<file path="config.mk">
export PLATFORM = sky130hd
export DESIGN_NAME = cfg_boot_loader
export DESIGN_NICKNAME = d
export VERILOG_FILES = /design/src/rtl/cfg_boot_pkg.sv /design/src/rtl/cfg_wait_ctr.sv /design/src/rtl/cfg_lane_sel.sv /design/src/rtl/cfg_boot_loader.sv
export SDC_FILE = /design/constraint.sdc
export NUM_CORES = 1
export LEC_CHECK = 0
export CAP_MARGIN = 25
export CORE_UTILIZATION = 43
export CTS_CLUSTER_DIAMETER = 100
export CTS_CLUSTER_SIZE = 10
export DETAILED_ROUTE_END_ITERATION = 8
export PLACE_DENSITY = 0.79
export SLEW_MARGIN = 10
export SYNTH_ARGS = -nofsm -noshare
export SYNTH_HDL_FRONTEND = slang
export SYNTH_SLANG_ARGS = --single-unit
</file>
<file path="constraint.sdc">
create_clock -name clk -period 2.6 [get_ports clk]
set_input_delay 0.78 -clock clk [delete_from_list [all_inputs] [get_ports clk]]
set_output_delay 0.78 -clock clk [all_outputs]
set_load 0.01 [all_outputs]
</file>
<file path="src/rtl/cfg_boot_pkg.sv">
package cfg_boot_pkg;
    localparam int ADDR_W    = 24;
    localparam int DATA_W    = 16;
    localparam int CFG_W     = 8;
    localparam int WS_W      = 2;
    // field positions inside the first byte, decoded for the second fetch
    localparam int WS_LO     = 4;
    localparam int DEMUX_BIT = 3;
    localparam int WIDE_BIT  = 1;
    localparam logic [ADDR_W-1:0] CFG0_ADDR = 24'hFF2018;
    localparam logic [ADDR_W-1:0] CFG1_ADDR = 24'hFF201A;
    localparam logic [WS_W-1:0]   BOOT_WS   = '1;

    typedef enum logic [1:0] {
        ST_FETCH0,
        ST_FETCH1,
        ST_DONE
    } ldr_state_e;
endpackage

</file>
<file path="src/rtl/cfg_wait_ctr.sv">
module cfg_wait_ctr #(
    parameter int WS_W = 2
) (
    input  logic            clk,
    input  logic            rst_n,
    input  logic            en_i,
    input  logic [WS_W-1:0] ws_i,
    input  logic            rdy_i,
    output logic            fin_o
);
    logic [WS_W-1:0] cnt_q;

    assign fin_o = en_i && (cnt_q == ws_i) && rdy_i;

    always_ff @(posedge clk) begin
        if (!rst_n) begin
            cnt_q <= '0;
        end else if (!en_i || fin_o) begin
            cnt_q <= '0;
        end else if (cnt_q != ws_i) begin
            cnt_q <= cnt_q + 1'b1;
        end
    end

    // counter never passes the programmed wait count; READY extends by holding
    p_cnt_bound_r4: assert property (@(posedge clk) disable iff (!rst_n)
        en_i |-> (cnt_q <= ws_i));
endmodule

</file>
<file path="src/rtl/cfg_lane_sel.sv">
module cfg_lane_sel #(
    parameter int DATA_W = 16,
    parameter int CFG_W  = 8,
    localparam int LANES = DATA_W / CFG_W,
    localparam int LSB_W = (LANES > 1) ? $clog2(LANES) : 1
) (
    input  logic [DATA_W-1:0] rdata_i,
    input  logic              wide_i,
    input  logic [LSB_W-1:0]  lsb_i,
    output logic [CFG_W-1:0]  byte_o
);
    logic [CFG_W-1:0] lane [LANES];

    for (genvar g = 0; g < LANES; g++) begin : g_lane
        assign lane[g] = rdata_i[g*CFG_W +: CFG_W];
    end

    always_comb begin
        if (wide_i) begin
            byte_o = lane[lsb_i];
        end else begin
            byte_o = lane[0];
        end
    end
endmodule

</file>
<file path="src/rtl/cfg_boot_loader.sv">
module cfg_boot_loader
    import cfg_boot_pkg::*;
#(
    parameter int ADDR_W_P = ADDR_W,
    parameter int DATA_W_P = DATA_W,
    parameter int CFG_W_P  = CFG_W,
    localparam int LANES   = DATA_W_P / CFG_W_P,
    localparam int LSB_W   = (LANES > 1) ? $clog2(LANES) : 1
) (
    input  logic                clk,
    input  logic                rst_n,
    input  logic                bus_rdy,
    input  logic [DATA_W_P-1:0] bus_rdata,
    output logic                bus_req,
    output logic [ADDR_W_P-1:0] bus_addr,
    output logic                bus_wide,
    output logic                bus_demux,
    output logic [CFG_W_P-1:0]  cfg0_q,
    output logic [CFG_W_P-1:0]  cfg1_q,
    output logic                cfg_done
);
    ldr_state_e       state_q, state_d;
    logic [CFG_W_P-1:0] stage_q;
    logic [CFG_W_P-1:0] lane_byte;
    logic [WS_W-1:0]  ws_sel;
    logic             accept;

    cfg_wait_ctr #(.WS_W(WS_W)) wait_i (
        .clk   (clk),
        .rst_n (rst_n),
        .en_i  (bus_req),
        .ws_i  (ws_sel),
        .rdy_i (bus_rdy),
        .fin_o (accept)
    );

    cfg_lane_sel #(.DATA_W(DATA_W_P), .CFG_W(CFG_W_P)) lane_i (
        .rdata_i (bus_rdata),
        .wide_i  (bus_wide),
        .lsb_i   (bus_addr[LSB_W-1:0]),
        .byte_o  (lane_byte)
    );

    // state register and latched configuration
    always_ff @(posedge clk) begin
        if (!rst_n) begin
            state_q  <= ST_FETCH0;
            stage_q  <= '0;
            cfg0_q   <= '0;
            cfg1_q   <= '0;
            cfg_done <= 1'b0;
        end else begin
            state_q <= state_d;
            if (state_q == ST_FETCH0 && accept) begin
                stage_q <= lane_byte;
            end
            if (state_q == ST_FETCH1 && accept) begin
                cfg0_q   <= stage_q;
                cfg1_q   <= lane_byte;
                cfg_done <= 1'b1;
            end
        end
    end

    // next state and bus outputs
    always_comb begin
        state_d   = state_q;
        bus_req   = 1'b0;
        bus_addr  = '0;
        bus_wide  = 1'b0;
        bus_demux = 1'b0;
        ws_sel    = '0;
        unique case (state_q)
            ST_FETCH0: begin
                bus_req  = 1'b1;
                bus_addr = ADDR_W_P'(CFG0_ADDR);
                ws_sel   = BOOT_WS;
                if (accept) state_d = ST_FETCH1;
            end
            ST_FETCH1: begin
                bus_req   = 1'b1;
                bus_addr  = ADDR_W_P'(CFG1_ADDR);
                bus_wide  = stage_q[WIDE_BIT];
                bus_demux = stage_q[DEMUX_BIT];
                ws_sel    = stage_q[WS_LO +: WS_W];
                if (accept) state_d = ST_DONE;
            end
            ST_DONE: begin
                state_d = ST_DONE;
            end
            default: state_d = ST_FETCH0;
        endcase
    end

    // latched fields keep defaults until loading completes
    p_defaults_r1: assert property (@(posedge clk) disable iff (!rst_n)
        !cfg_done |-> (cfg0_q == '0 && cfg1_q == '0));

    // first fetch lasts at least four cycles (three wait states)
    p_f0_len_r2: assert property (@(posedge clk) disable iff (!rst_n)
        (state_q == ST_FETCH1 && $past(state_q) == ST_FETCH0)
            |-> ($past(state_q, 4) == ST_FETCH0));

    // configuration frozen after done
    p_hold_r7: assert property (@(posedge clk) disable iff (!rst_n)
        cfg_done |=> (cfg_done && $stable(cfg0_q) && $stable(cfg1_q)));

    // no bus activity after done
    p_idle_bus_r7: assert property (@(posedge clk) disable iff (!rst_n)
        cfg_done |-> !bus_req);
endmodule

</file>
==> results of run 1 <==
-- kinds of logic (layout without fill, tap and decap cells) --
group / after synthesis / count (layout) / synth area share
simple gates: 58 / 58 / 0.185
buf+inv: 39 / 63 / 0.186
flops: 29 / 29 / 0.364
compound gates: 26 / 26 / 0.117
mux: 18 / 18 / 0.113
fa+ha+maj: 4 / 4 / 0.0314
other cells: 1 / 12 / 0.00235
-- tightest hold or removal path, stage by stage, from the launching register on --
cell	delay, ps
dfxtp_1	310
inv_1	40
a21boi_0	60
-- metrics by stage --
stage	area, µm²	power [mW]	util	std cells
6_report	2010	1.40	0.583	256
5_1_grt	2010	1.48	0.583	256
4_1_cts	1980	1.42	0.575	256
3_5_place_dp	1890	1.06	0.550	248
3_3_place_gp	1890	1.04	0.550	248
2_1_floorplan	1630	0.960	-	186
-- registers in the layout, summed over array words and instances (netlist names) --
signal,count
cfg0_q,8
cfg1_q,8
cfg_done,1
stage_q,8
state_q,2
wait_i.cnt_q,2
-- synthesized netlist by cell type, types with 3 or more instances --
cell,number
dfxtp_1,29
nand2_1,27
nor2b_1,16
mux2i_1,18
buf_6,5
a211oi_1,3
a21boi_0,9
buf_4,23
nor2_1,3
inv_1,5
ha_1,4
a21oi_1,6
-- report_power, final --
group / switching (mW) / leakage [nW] / internal [mW]
Sequential: 0.0570 / 0.234 / 0.475
Clock: 0.175 / 0.0450 / 0.185
Combinational: 0.248 / 0.634 / 0.259
Total: 0.480 / 0.913 / 0.919
-- worst max-delay path by stage --
stage	to	depth (start not counted)
after floorplan	bus_addr[13]	5
after global placement	cfg1_q[0]	7
after detailed placement	cfg0_q[3]	7
after CTS	bus_req	4
after global routing	bus_addr[4]	4
final	bus_addr[16]	4
-- area by class of cell --
| class | count | area [µm²] | share of cell area |
|---|---|---|---|
| clock buffers | 6 | 72.6 | 0.0362 |
| clock inverters | 2 | 10.0 | 0.00499 |
| repair buffers | 50 | 505 | 0.252 |
| flip-flops and latches | 29 | 581 | 0.289 |
| multi-input cells | 118 | 762 | 0.380 |
| inverters | 5 | 18.8 | 0.00935 |
| well taps | 46 | 57.6 | 0.0287 |
-- what timing repair did --
action	in CTS	in global routing
setup buffers	0	0
pin swaps	0	0
setup endpoints to repair	12	14
resized for setup	1	11
-- layer usage --
metal,routed length (µm),vias up,share of wire,GRT usage
met5,0,-,0,0
met4,80,0,0.027,0.113
met3,126,8,0.042,0.0456
met2,1380,30,0.46,0.270
met1,1430,568,0.47,0.205
li1,-,611,-,-
==> results by group, run 1 <==
Yosys
  • Yosys warns: 0
  • Netlist Area Pre-Place: between 0.0015 and 0.002 mm²
  • Asr flop ratio synth: 0
  • Ys flop type: dfxtp_1
  • Number of synthesized register bits: 29
  • Ranking of synthesized cells by area: dfxtp_1 (36%), mux2i_1 (11%), buf_4 (11%), nand2_1 (6.4%), nor2b_1 (6.3%)
  • Number of synthesized flops with an enable pin: 0
  • Register area share after synthesis: 0.364
  • Top-area cell type share of the netlist area: 0.364
  • Syn Area/Cell: ~9.1 µm²
  • Synth Instances: between 150 and 200
  • Yosys top cell by area: dfxtp_1
  • Cell variety after synth: 34

Route
  • Drt wl/cell: roughly 12 µm
  • DRC: 0
  • Number of DRC markers in iteration 0: 28
  • Vias per cell: about 4.8
  • Pre-antenna DRT Iters: 4
  • Wirelength, routed: 3010 µm
  • Via count: about 1200
  • Detail Route Antenna Nets: 0

STA
  • Final WS setup: around 66 ps
  • # setup viols final: 0
  • Min Tclk post-route: between 2000 and 3000 ps
  • Fmax: slightly below 400 MHz
  • Fin. Hold Viols: 0
  • RSZ-0062 raised after global routing: false
  • Final Skew: about 4.6 ps
  • Period utilization: 0.974
  • Setup TNS Final: 0 ps
  • WHS: 460 ps
  • Max-slew violation count: 0

Power and ir drop
  • Leakage power: a little over 0.9 nW
  • PD cells: 697 mW/mm²
  • Worst vdd ir: ~0.4 mV

Clocking
  • Hold Buf Count CTS: 0
  • CTS buffer count: 5
  • H-tree levels: 2
  • Worst-skew pair later-pin latency: approximately 290 ps
  • CTS Buffer Depth: 2
  • CTS tree: built
  • Clk slew on worst S/H paths: around 60 ps
  • Clk root buf: clkbuf_8
  • CTS sink count: 29

Worst hold path
  • HP Class: register to register
  • Worst hold path startpoint: cfg_done
  • WHS Endpoint: cfg_done
  • Hold path cells: 2

Global route
  • Total gr overflow: 0
  • First-pass GRT wire length: between 5000 and 6000 µm
  • Initial antenna violation count: 0
  • Largest net degree at the start of global routing: 30
  • GR Util All Layers: 0.172
  • Vias in the first global route: between 1000 and 1500

Critical path
  • R2r setup slk: between 600 and 700 ps
  • Crit end category: output port
  • Req. time, crit path: around 1800 ps
  • Reg2reg end: cfg1_q[3]
  • R2R depth: 9
  • Buf/Inv on CP: 2
  • Arrival @ worst endpoint: 1750 ps
  • CP max stage delay: roughly 490 ps
  • Delay-heaviest family, CP: buffers and inverters
  • Kind of critical path: register to output port
  • CP Cell Sequence: inv_1, ha_1, or2_4, clkdlybuf4s50_1
  • Worst-path fanout max: 14
  • Reg-to-Reg Start: state_q[0]
  • Critical Path Source: state_q[0]
  • CP startpoint kind: register
  • Critical-path top delay cell: clkdlybuf4s50_1

Finish
  • Commonest non-fill, non-tap cells in the layout: clkdlybuf4s50_1 (32), dfxtp_1 (29), nand2_1 (27), mux2i_1 (18), nor2b_1 (16)
  • Share of cells above drive strength 1: 0.110
  • Filler cells: approximately 320
  • Layout area overhead: 26.0%
  • Commonest non-fill, non-tap cell in the layout: clkdlybuf4s50_1
  • Nets: 232
  • ANT cells: 0

Floorplanning
  • Core Footprint: roughly 0.0034 mm²
  • Starting Density: 0.463
  • Die H: ~63 µm
  • Die W: 62.9 µm
  • # IOs: 63
  • Die area: between 0.003 and 0.004 mm²
  • Row cnt: 21

Placed design
  • Pre-CTS setup slack: between 150 and 200 ps
  • Final HPWL DP: roughly 2000 µm
  • Routability Congestion: ~0.83
  • PortBufs: between 40 and 50

Status
  • Status: finished clean

Job
  • Max_cap viols: 0
No activity file was read; power rests on OpenSTA's default activity.
==> inputs of run 2 (changes only) <==
--- a/config.mk
+++ b/config.mk
@@ -5,12 +5,13 @@
 export SDC_FILE = /design/constraint.sdc
 export NUM_CORES = 1
 export LEC_CHECK = 0
-export CAP_MARGIN = 25
-export CORE_UTILIZATION = 43
+export CORE_UTILIZATION = 45
+export CTS_BUF_LIST = sky130_fd_sc_hd__clkbuf_8
 export CTS_CLUSTER_DIAMETER = 100
 export CTS_CLUSTER_SIZE = 10
 export DETAILED_ROUTE_END_ITERATION = 8
-export PLACE_DENSITY = 0.79
+export PLACE_DENSITY = 0.83
+export SETUP_SLACK_MARGIN = 0.5
 export SLEW_MARGIN = 10
 export SYNTH_ARGS = -nofsm -noshare
 export SYNTH_HDL_FRONTEND = slang
==> results by group, run 2 (synthesis gave the netlist of run 1 again) <==
Floorplanning
  • Die H: 61.5 µm
  • # IOs: 63
  • Die area: around 0.0038 mm²
  • Die W: ~61 µm
  • Core Footprint: 0.00336 mm²
  • Starting Density: 0.474
  • Row cnt: 21

Global route
  • Met1 global-route usage: 0.247
  • Busiest grt layer: met2
  • Met2 usage: 0.339
  • Vias in the first global route: roughly 1200
  • Initial antenna violation count: 0
  • Largest net degree at the start of global routing: 30
  • Total gr overflow: 0
  • First-pass GRT wire length: roughly 5500 µm
  • GR Util All Layers: 0.199
  • Routing usage on met3: 0.0588

Clocking
  • Clk root buf: clkbuf_8
  • Clk slew on worst S/H paths: roughly 70 ps
  • H-tree levels: 2
  • Worst-skew pair later-pin latency: 280 ps
  • Hold Buf Count CTS: 0
  • CTS tree: built
  • CTS sink count: 29
  • CTS Buffer Depth: 2
  • CTS buffer count: 5

STA
  • Final Skew: roughly 6.8 ps
  • RSZ-0062 raised after global routing: false
  • Fmax: about 490 MHz
  • Max-slew violation count: 0
  • WHS: 461 ps
  • Min Tclk post-route: 2050 ps
  • # setup viols final: 0
  • Final WS setup: between 500 and 600 ps
  • Period utilization: 0.790
  • Setup TNS Final: 0 ps
  • Fin. Hold Viols: 0

Power and ir drop
  • PD cells: 741 mW/mm²
  • Psw: 518 µW
  • Worst vdd ir: about 0.4 mV
  • Sequential share of power: 0.350
  • Leakage power: roughly 0.94 nW
  • Switching share of power: 0.336
  • Internal power: around 1 mW
  • Clk pwr share: 0.313
  • Logic pwr share: 0.337

Route
  • Drt wl/cell: approximately 14 µm
  • Pre-antenna DRT Iters: 4
  • DRC: 0
  • Detail Route Antenna Nets: 0
  • Number of DRC markers in iteration 0: 39
  • Wirelength, routed: 3590 µm
  • Via count: between 1000 and 1500
  • Vias per cell: 4.83

Finish
  • Top flop regs: cfg0_q: 8 flops, cfg1_q: 8 flops, stage_q: 8 flops
  • ANT cells: 0
  • Share of cells above drive strength 1: 0.220
  • Nets: roughly 240
  • Commonest non-fill, non-tap cells in the layout: nand2_1 (27), dfxtp_1 (27), clkdlybuf4s50_1 (26), mux2i_1 (18), nor2b_1 (16)
  • Layout area overhead: 30.6%

Critical path
  • R2r setup slk: ~650 ps
  • Reg2reg end: cfg1_q[0]
  • Reg-to-Reg Start: state_q[0]
  • Arrival @ worst endpoint: roughly 1300 ps
  • CP max stage delay: 350 ps
  • Worst-path fanout max: 9
  • CP Cell Sequence: inv_4, ha_4, buf_6, and2_1, buf_2
  • Delay-heaviest family, CP: flip-flops
  • Critical-path top delay cell: dfxtp_2
  • Req. time, crit path: ~1800 ps
  • Crit end category: output port
  • Stages on worst setup path: 5
  • Buf/Inv on CP: 3
  • Kind of critical path: register to output port
  • CP startpoint kind: register
  • R2R depth: 10

Placed design
  • Routability Congestion: 0.839
  • Final HPWL DP: between 2000 and 2500 µm
  • PortBufs: 42
  • Pre-CTS setup slack: roughly 180 ps

Job
  • Max_cap viols: 0

Worst hold path
  • Worst hold path startpoint: cfg_done
  • Hold path cells: 2
  • HP Class: register to register
  • WHS Endpoint: cfg_done

Status
  • Status: finished clean
-- run 2: changes by cell type in the layout (fill, tap and decap cells not counted), sizes merged --
| cell | previous run | this run |
|---|---|---|
| buf | 8 | 23 |
| clkinv | 2 | 0 |
| dlymetal6s2s | 10 | 0 |
| bufinv | 0 | 1 |
| inv | 5 | 6 |
| bufbuf | 0 | 2 |
| or2 | 1 | 2 |
| clkdlybuf4s50 | 32 | 26 |
| dlygate4sd2 | 0 | 2 |
-- run 2: power by group through the flow --
stage	sequential (mW)	clock, mW	combinational [mW]
after floorplan	0.503	0	0.456
after global placement	0.537	0	0.504
after detailed placement	0.538	0	0.515
after CTS	0.531	0.480	0.483
after global routing	0.545	0.498	0.565
final	0.540	0.482	0.520
-- run 2: per-layer routing --
metal	wire length, µm	vias to the layer above
met2	1850	38
met1	1520	586
met5	0	-
met3	161	7
met4	51	0
li1	-	624
-- run 2: layout make-up --
class / instances / area (µm²)
clock buffer: 6 / 82.6
clock inverter: 2 / 33.8
fill: 307 / 1280
inverter: 5 / 21.3
multi-input combinational: 119 / 796
sequential: 29 / 586
tap: 46 / 57.6
timing repair buffer: 53 / 504
-- run 2: repair_timing --
action                     4_1_cts  5_1_grt
pin swaps                        2        2
gates cloned                     3        0
buffers inserted                 1        1
gates resized for setup         65        9
setup endpoints to repair       19       20
-- run 2: tightest hold or removal path, cell delays in order (launching register included) --
cell      delay [ps]
dfxtp_1          310
inv_1             40
a21boi_0          60
-- run 2: worst max path at each step --
stage          slack (ps)       start      endpoint
3_5_place_dp          180     bus_rdy     cfg1_q[0]
3_3_place_gp          220     bus_rdy     cfg1_q[0]
5_1_grt               490  state_q[1]     bus_demux
6_report              550  state_q[1]     bus_demux
2_1_floorplan         500  state_q[0]  bus_addr[13]
4_1_cts               450  state_q[1]     bus_demux
-- run 2: stage by stage --
stage	power, mW	area (µm²)	util	instances
floorplan	0.960	1630	-	186
global placement	1.04	1900	0.565	247
detailed placement	1.05	1900	0.565	247
CTS	1.49	2050	0.611	259
global route	1.61	2080	0.619	260
finish	1.54	2080	0.619	260
